<file path="src/rtl/keyed_watchdog.sv">
`timescale 1ns/1ps
module keyed_watchdog #(
  parameter int DATA_W    = 32,
  parameter int CNT_W     = 9,
  parameter int EN_BIT    = 8,
  parameter int KEY_LSB   = 9,
  parameter int KEY_W     = 7,
  parameter int GRACE     = 10,
  parameter int ZERO_LOAD = 256
) (
  input  logic              clk,
  input  logic              rst_n,
  input  logic              wr_en,
  input  logic [DATA_W-1:0] wr_data,
  output logic [DATA_W-1:0] rd_data,
  input  logic              tick,
  output logic              nmi,
  output logic              rst_req
);
  localparam int KEY_MSB = KEY_LSB + KEY_W - 1;

  logic [DATA_W-1:0] ctrl_q;
  logic [CNT_W-1:0]  cnt_q;
  logic              run_q;
  logic [1:0]        hits_q;
  logic              nmi_q, rst_q;

  wire              locked   = ctrl_q[EN_BIT];
  wire              key_ok   = wr_data[KEY_MSB:KEY_LSB] == ~ctrl_q[KEY_MSB:KEY_LSB];
  wire              accept   = wr_en && (!locked || key_ok);
  wire [CNT_W-1:0]  old_cnt  = ctrl_q[CNT_W-1:0];
  wire [CNT_W-1:0]  load_val = (old_cnt == '0) ? CNT_W'(ZERO_LOAD) : old_cnt;

  always_ff @(posedge clk or negedge rst_n) begin
    if (!rst_n) begin
      ctrl_q <= '0;
      cnt_q  <= '0;
      run_q  <= 1'b0;
      hits_q <= 2'd0;
      nmi_q  <= 1'b0;
      rst_q  <= 1'b0;
    end else begin
      rst_q <= 1'b0;
      if (accept) begin
        ctrl_q <= wr_data;
        cnt_q  <= load_val;
        run_q  <= wr_data[EN_BIT];
        hits_q <= 2'd0;
        nmi_q  <= 1'b0;
      end else if (run_q && tick) begin
        if (cnt_q == CNT_W'(1)) begin
          if (hits_q == 2'd0) begin
            nmi_q  <= 1'b1;
            cnt_q  <= CNT_W'(GRACE);
            hits_q <= 2'd1;
          end else begin
            rst_q  <= 1'b1;
            run_q  <= 1'b0;
            hits_q <= 2'd2;
          end
        end else begin
          cnt_q <= cnt_q - 1'b1;
        end
      end
    end
  end

  assign rd_data = ctrl_q;
  assign nmi     = nmi_q;
  assign rst_req = rst_q;

  AST_LOCKED_IGNORE: assert property (@(posedge clk) disable iff (!rst_n)
    wr_en && rd_data[EN_BIT] && (wr_data[KEY_MSB:KEY_LSB] != ~rd_data[KEY_MSB:KEY_LSB])
    |=> $stable(rd_data));
  AST_ACCEPT_STORES: assert property (@(posedge clk) disable iff (!rst_n)
    wr_en && (!rd_data[EN_BIT] || (wr_data[KEY_MSB:KEY_LSB] == ~rd_data[KEY_MSB:KEY_LSB]))
    |=> rd_data == $past(wr_data) && !nmi && !rst_req);
  AST_RST_ONE_CYCLE: assert property (@(posedge clk) disable iff (!rst_n)
    rst_req |=> !rst_req);
  AST_RST_AFTER_NMI: assert property (@(posedge clk) disable iff (!rst_n)
    rst_req |-> nmi);
  AST_NMI_ON_TICK: assert property (@(posedge clk) disable iff (!rst_n)
    $rose(nmi) |-> $past(tick));
  AST_HITS_SATURATE: assert property (@(posedge clk) disable iff (!rst_n)
    hits_q != 2'd3);
  AST_COUNT_NONZERO: assert property (@(posedge clk) disable iff (!rst_n)
    run_q |-> cnt_q != '0);
endmodule

</file>
<file path="config.mk">
export PLATFORM = sky130hd
export DESIGN_NAME = keyed_watchdog
export DESIGN_NICKNAME = d
export VERILOG_FILES = /design/src/rtl/keyed_watchdog.sv
export SDC_FILE = /design/constraint.sdc
export NUM_CORES = 1
export LEC_CHECK = 0
export BUFFER_PORTS_ARGS = -buffer_cell sky130_fd_sc_hd__buf_2
export CAP_MARGIN = 15
export CORE_MARGIN = 5
export CORE_UTILIZATION = 50
export DETAILED_ROUTE_END_ITERATION = 12
export PLACE_DENSITY_LB_ADDON = 0.25
export SYNTH_ARGS = -nofsm -noshare
export SYNTH_HDL_FRONTEND = slang
export SYNTH_SLANG_ARGS = --single-unit
</file>
<file path="constraint.sdc">
create_clock -name clk -period 2 [get_ports clk]
set_input_delay 0 -clock clk [delete_from_list [all_inputs] [get_ports clk]]
set_output_delay 0 -clock clk [all_outputs]
set_load 0.01 [all_outputs]
</file>
Yosys cells after proc, flatten, opt, wreduce, memory -nomap -nowiden

Index checks and enable logic that the tools add are counted.

Register bits: 46
Word-level logic and storage cells: 46

Add/sub/neg operators: 1
Equal/unequal tests: 4
Mux-type cells: 21
Bitwise logic cells: 1
Reduce and logical (&&, ||, !) cells: 13

Operators with widths:

| cell                                                   | number |
|---|---|
| 2-to-1 mux 9 bit                                       | 5 |
| 2-to-1 mux 1 bit                                       | 12 |
| == test 9 x 1 -> 1 bit (second input constant)         | 1 |
| logical NOT 9 bit                                      | 1 |
| subtractor 9 x 1 -> 9 bit (second input constant)      | 1 |
| 2-to-1 mux 2 bit                                       | 4 |
| == test 7 bit                                          | 1 |
| inverter 7 bit                                         | 1 |
| AND reduction 3 bit                                    | 2 |
| nonzero test 2 bit                                     | 3 |
| AND reduction 2 bit                                    | 2 |
| inequality test 3 x 2 -> 1 bit (second input constant) | 1 |
| logical AND 1 bit                                      | 2 |
| logical NOT 2 bit                                      | 1 |
| inequality test 2 bit (second input constant)          | 1 |
| logical NOT 1 bit                                      | 1 |
| logical OR 1 bit                                       | 1 |

Depth between registers and ports, before layout

Gate-level depths: netlist (run 1).

Depth after elaboration: 6
Mapped depth: 7

Least setup slack after synthesis (run 1)

OpenSTA, ideal clock, no wires.

Path kind: register -> register
Start point: register cnt_q[2]
End point: register cnt_q[5]
Library setup time: 125 ps
Arrival: 1632 ps
Required time: 1875 ps
Slack: 243 ps
Cell stages (with the launch flop): 6
Path buffers: 1
Period minus slack after synthesis: 1757 ps
Cell sequence: dfrtp_1 > buf_4 > or3_1 > nor4_1 > mux2_2 > mux2_2

Longest elaborated chain between the ends: 4
Elaborated cells on any way between the ends: 7

Ends and longest elaborated chain:

| element                                                             | RTL line | source |
|---|---|---|
| start: declaration                                                  | 23       | `logic [CNT_W-1:0] cnt_q;` |
| start signal: assignment                                            | 46       | `cnt_q <= load_val;` |
| start signal: assignment                                            | 54       | `cnt_q <= CNT_W'(GRACE);` |
| start signal: assignment                                            | 62       | `cnt_q <= cnt_q - 1'b1;` |
| subtractor 9 x 1 -> 9 bit or == test 9 x 1 -> 1 bit (tied branches) | 62, 51   |  |
| 2-to-1 mux 9 bit                                                    | 51       | `if (cnt_q == CNT_W'(1)) begin` |
| 2-to-1 mux 9 bit                                                    | 50       | `end else if (run_q && tick) begin` |
| 2-to-1 mux 9 bit                                                    | 44       | `if (accept) begin` |

Several ways; a longest one is shown, not always the timed one. The select of a mux whose other input is x is not followed.
A chain may end at the register's enable or synchronous reset.

Worst setup path after layout (run 1)

Start point: register cnt_q[5]
End point: register cnt_q[7]

Same word-level chain as after synthesis.

==> impl_results.md, run 1 <==
* Status: completed
* CP arrival at 1.99 ns
* RSZ-0062 raised after global routing: no
* P_leak at 0.00141 uW
* Hold EP: rst_req
* Timing-limited maximum frequency at 553 MHz
* Core Footprint at 4320 um^2
* Net Sw Frac at 0.354
* Main synth FF type: dfrtp_1
* CTS Buf Count at 5
* Yosys cell types at 37
* Drt first pass iters at 4
* Post-synthesis sequential area ratio at 0.524
* Number of antenna-violating nets in the routed design at 0
* Min cycle time layout at 1.81 ns
* R2R cell count at 4
* Non-Filler Instances at approximately 330
* Max-cap violations at 0
* EDFF count, synth at 0
* Peak VDD IR at 0.000789 V
* Async SR Flop Fraction at 1.00
* Clk pwr share at 0.164
* Crit. End Element: flip-flop
* Filler cells at about 320
* Syn nets at 202
* Vias per cell at 5.16
* Syn-to-layout area delta at 38.4%
* PortBufs at 69
* Worst slew pin tran at approximately 0.57 ns
* Multi-input logic area at 935 um^2
* DP Cell Count at 284
* Initial antenna violation count at 0
* Startpoint types: flip-flop
* Register clock-pin slew on the reported worst setup and hold paths at 0.08 ns
* Ant. Diodes at 0
* Sequential fraction of design power at 0.417
* Mapped cell area at 2200 um^2
* CTS root buffer: clkbuf_8
* Synthesized instance count at 164
* Cts repair resizes at 0
* CTS tree: done
* Logic pwr share at 0.419
* Fraction of layout cells with a size suffix above 1 at 0.454
* Nets at 311
* DP HPWL at approximately 3.3 mm
* Top-area cell type share of the netlist area at 0.524
* P_int at between 2000 and 3000 uW
* Peak fanout along the critical path at 5
* Longest Clk Path Bufs at 2
* Critical path class: reg -> reg
* Reg2reg end: cnt_q[7]
* DIE WIDTH at 76.3 um
* Worst skew pair latency at 0.29 ns
* Total Routing Usage GR at 0.182
* H-tree levels at 2
* Die ar. at 5820 um^2
* TNS Setup at 0 ns
* Slew Viols, Final at 0
* Initial core utilization at 0.508
* HP Start: tick
* Max-slew headroom at 0.618
* HP Class: in -> reg
* R2r startpoint: cnt_q[5]
* Switch Pwr at 1490 uW
* Final hold violation count at 0
* Setup Viol. Count Final at 0
* Via count at 1676
* GRT overflow at 0
* Reg-to-reg slack, setup at 0.19 ns
* Ranking of synthesized cells by area: dfrtp_1, mux2_2, buf_6
* Avg Cell Area, Syn at 13.4 um^2
* Commonest non-fill, non-tap cell in the layout: buf_2
* Count of state elements after synthesis at 46
* Num rows at 24
* Residual DRC count at 0
* Die H at 76.3 um
* Total wire length at roughly 5.0 mm
* Initial drt markers at 112
* Largest net degree at the start of global routing at 47
* PD cells at approximately 1400 nW/um^2
* Period utilization at 0.904
* CTS Sinks at 46
* IO Pins at 70
* Placer Congestion at 0.804
* First-pass GRT wire length at 8.75 mm
* Hold Path Depth at 3
* Routed len/inst at approximately 15 um
* Clock Skew at 0.00666 ns
* Critical path required time at roughly 2.2 ns
* Most frequent cells in the layout: buf_2, dfrtp_1, mux2_2
* Syn. warnings at 0
* Number of global-route vias before repair at 1856
* FF+latch area at ~1200 um^2
* Largest area contributor in the netlist: dfrtp_1
==> worst max-delay path, stage by stage, from the launching register on <==
cell     delay, ns
dfrtp_1       0.43
or3_1         0.38
nor4_1        0.26
mux2_2        0.37
mux2_2        0.26
==> repair_timing <==
action / CTS / global route
endpoints found under the hold margin: 79 / 0
buffers inserted: 0 / 1
endpoints found under the setup margin: 0 / 1
hold buffers: 33 / 0
==> through the flow <==
step | cell area, um^2 | util | worst slack (ns) | power, uW | hold slack (ns)
after floorplan | 2200 | - | 0.243 | 2880 | -0.296
after global placement | 2590 | 0.599 | 0.222 | 3440 | 0.122
after detailed placement | 2590 | 0.599 | 0.158 | 3480 | 0.128
after CTS | 3030 | 0.702 | 0.123 | 4230 | 0.0292
after global routing | 3040 | 0.703 | 0.0854 | 4520 | 0.0405
final | 3040 | 0.703 | 0.193 | 4210 | 0.0400
==> power by group through the flow <==
stage | clock network [uW] | logic (uW) | registers, uW
floorplan | 0 | 1020 | 1860
global placement | 0 | 1680 | 1760
detailed placement | 0 | 1710 | 1760
CTS | 714 | 1770 | 1750
global route | 758 | 1930 | 1830
finish | 691 | 1760 | 1750
==> cell usage after synthesis, drive strengths merged, types with 2 or more instances <==
cell type  count
a21oi          6
a2bb2oi        2
buf            7
dfrtp         46
ha             2
inv           10
mux2          39
mux2i          6
nand2          2
nand3          2
nand4          4
nor2           4
nor3           2
nor4           5
nor4b          2
o21ai          3
or2            2
or3            2
xor2           7
==> worst max path at each step <==
stage	start	to	slack (ns)	cells after the start
3_5_place_dp	cnt_q[1]	nmi	0.16	7
2_1_floorplan	cnt_q[2]	cnt_q[5]	0.24	5
5_1_grt	cnt_q[0]	cnt_q[5]	0.09	4
3_3_place_gp	cnt_q[5]	cnt_q[7]	0.22	4
6_report	cnt_q[5]	cnt_q[7]	0.19	4
4_1_cts	cnt_q[1]	nmi	0.12	7
==> cell families after synthesis <==
| kind of cell | synth area share |
|---|---|
| xor+xnor | 0.0279 |
| fa+ha+maj | 0.0114 |
| simple gates | 0.0905 |
| buf+inv | 0.0512 |
| compound gates | 0.0683 |
| flops | 0.524 |
| mux | 0.227 |
==> metal layers <==
metal | up-vias | share of wire | track usage | wire [um]
met1 | 797 | 0.42 | 0.227 | 2080
met4 | 0 | 0.013 | 0.0542 | 63
li1 | 816 | - | - | -
met2 | 57 | 0.51 | 0.308 | 2550
met3 | 6 | 0.060 | 0.0473 | 301
met5 | - | 0 | 0 | 0
==> state kept, by name, indices dropped and copies added, names as in the netlist <==
name / cells
rd_data: 32
cnt_q: 9
hits_q: 2
nmi: 1
rst_req: 1
run_q: 1
==> layout make-up <==
cell class,instances,share of cell area
clock buffer,6,0.0271
multi-input combinational,101,0.307
inverter,10,0.0123
sequential,46,0.378
tap,52,0.0214
clock inverter,1,0.00987
timing repair buffer,109,0.244
Power figures use the tool's default switching activity.
==> inputs of run 2 (changes only) <==
==> constraint.sdc (replaced) <==
create_clock -name clk -period 2 [get_ports clk]
set_input_delay 0.1 -clock clk [delete_from_list [all_inputs] [get_ports clk]]
set_output_delay 0.1 -clock clk [all_outputs]
set_load 0.01 [all_outputs]
==> impl_results.md, run 2 (synthesis gave the netlist of run 1 again) <==
* DIE WIDTH at 76.3 um (unchanged)
* Initial core utilization at 0.508 (unchanged)
* Cts repair resizes at 0 (unchanged)
* R2r startpoint: cnt_q[5]
* Sequential fraction of design power at 0.422 (+0.005)
* CTS tree: done
* Timing-limited maximum frequency at 553 MHz (about the same)
* HP Class: in -> reg
* Max-cap violations at 0 (unchanged)
* Num rows at 24 (unchanged)
* Most frequent cells in the layout: buf_2, dfrtp_1, mux2_2
* CTS Sinks at 46 (unchanged)
* Initial antenna violation count at 0 (unchanged)
* Status: completed
* CP max stage delay at 0.43 ns (about the same)
* Vias per cell at 5.26 (+2.0%)
* Min cycle time layout at 1.81 ns (-0.000285 ns)
* P_leak at 0.00128 uW (-9.5%)
* Hold Path Depth at 2 (-1)
* Die ar. at 5820 um^2 (unchanged)
* Critical path class: reg -> reg
* Initial drt markers at 125 (+12%)
* Longest Clk Path Bufs at 2 (unchanged)
* Post-layout util at 0.629 (-0.0741)
* Drt first pass iters at 4 (unchanged)
* Reg2reg end: cnt_q[7]
* Nets at 279 (-10%)
* DP Cell Count at 284 (unchanged)
* PD cells at 1520 nW/um^2 (+9.7%)
* Number of global-route vias before repair at 1669 (-10%)
* Via count at 1541 (-8.1%)
* Period utilization at 0.903 (about the same)
* Critical path required time at 2.18 ns (about the same)
* CTS Buf Count at 5 (unchanged)
* CTS root buffer: clkbuf_8
* First-pass GRT wire length at 7.67 mm (-12%)
* Residual DRC count at 0 (unchanged)
* Core Footprint at 4320 um^2 (unchanged)
* Tot Pwr at 4130 uW (-1.9%)
* Placer Congestion at 0.804 (unchanged)
* HP Start: wr_data[17]
* P_int at 2680 uW (-1.5%)
* PortBufs at 69 (unchanged)
* Largest net degree at the start of global routing at 47 (unchanged)
* Non-Filler Instances at 293 (-9.8%)
* Switch Pwr at 1450 uW (-2.5%)
* Setup WS pre-CTS at 0.158 ns (unchanged)
* IO Pins at 70 (unchanged)
* DP HPWL at 3.26 mm (unchanged)
* Clk pwr share at 0.166 (+0.002)
* Total Routing Usage GR at 0.158 (-0.0237)
* Register clock-pin slew on the reported worst setup and hold paths at 0.08 ns (about the same)
* Clock Skew at 0.00718 ns (+0.000521 ns)
* Crit path setup slack, layout at 0.193 ns (+0.000285 ns)
* Peak VDD IR at 0.000752 V (-4.7%)
* TNS Setup at 0 ns (unchanged)
* Ant. Diodes at 0 (unchanged)
* Kind of cell adding the most delay to the critical path: simple AND/OR/NAND/NOR gates
* Slowest CP cell: dfrtp_1
* Die H at 76.3 um (unchanged)
* Routed len/inst at 14.7 um (-4.2%)
* Worst slew pin tran at 0.567 ns (-0.00697 ns)
* Number of antenna-violating nets in the routed design at 0 (unchanged)
* Commonest non-fill, non-tap cell in the layout: buf_2
* Setup Viol. Count Final at 0 (unchanged)
* Max-slew headroom at 0.622 (+0.00465)
* R2R cell count at 4 (unchanged)
* Hold EP: rd_data[17]
* Worst skew pair latency at 0.29 ns (about the same)
* Slew Viols, Final at 0 (unchanged)
* Reg-to-reg slack, setup at 0.19 ns (about the same)
* Most frequent cell on the critical path: mux2_2
* Fraction of layout cells with a size suffix above 1 at 0.515 (+0.0603)
* Peak fanout along the critical path at 5 (unchanged)
* GRT overflow at 0 (unchanged)
* RSZ-0062 raised after global routing: no
* Total wire length at 4.31 mm (-14%)
* Final hold violation count at 0 (unchanged)
* CP arrival at 1.99 ns (about the same)
* Crit path buf inv count at 0 (unchanged)
* H-tree levels at 2 (unchanged)
* Crit-path cells: or3_1 > nor4_1 > mux2_2 > mux2_2
* Syn-to-layout area delta at 23.8%
* Startpoint types: flip-flop
* Net Sw Frac at 0.351 (-0.00222)
* Number of flip-flops under the largest register name at 32 (unchanged)
* Logic pwr share at 0.411 (-0.008)
* Crit. End Element: flip-flop
run 2: changes by cell type in the layout (fill, tap and decap cells not counted), sizes merged:
| cell | delta |
|---|---|
| dlygate4sd3 | -32 |
run 2: power groups by stage:
stage | logic [uW] | clock network [uW] | registers [uW]
after detailed placement | 1710 | 0 | 1760
after global routing | 1870 | 762 | 1830
after floorplan | 1020 | 0 | 1860
final | 1700 | 688 | 1740
after CTS | 1720 | 714 | 1750
after global placement | 1680 | 0 | 1760
run 2: metal layers:
layer	routed length (um)	up-vias	global-route usage	share of wire
met3	324	4	0.0556	0.075
met1	1870	743	0.204	0.43
li1	-	753	-	-
met4	35	0	0.0490	0.0081
met2	2080	41	0.250	0.48
met5	0	-	0	0
run 2: what timing repair did:
action                     CTS  global route
hold buffers                 1             0
hold endpoints to repair    46             0
setup endpoints to repair    0             1
setup buffers                0             1
run 2: stage by stage:
step / hold WS (ns) / instance area, um^2
floorplan: -0.196 / 2200
global placement: 0.222 / 2590
detailed placement: 0.228 / 2590
CTS: 0.00898 / 2710
global route: 0.00655 / 2720
finish: 0.0183 / 2720
run 2: cell type report:
type / count / area, um^2
Tap cell: 52 / 65.1
Inverter: 10 / 37.5
Clock buffer: 6 / 82.6
Clock inverter: 1 / 30.0
Multi-Input combinational cell: 101 / 935
Timing Repair Buffer: 77 / 420
Sequential cell: 46 / 1150
Fill cell: 356 / 1600
run 2: worst max-delay path by stage:
stage,startpoint,to,depth (start not counted)
after floorplan,cnt_q[2],cnt_q[5],5
after global placement,cnt_q[5],cnt_q[7],4
after detailed placement,cnt_q[1],nmi,7
after CTS,cnt_q[1],nmi,7
after global routing,cnt_q[0],cnt_q[5],4
final,cnt_q[5],cnt_q[7],4
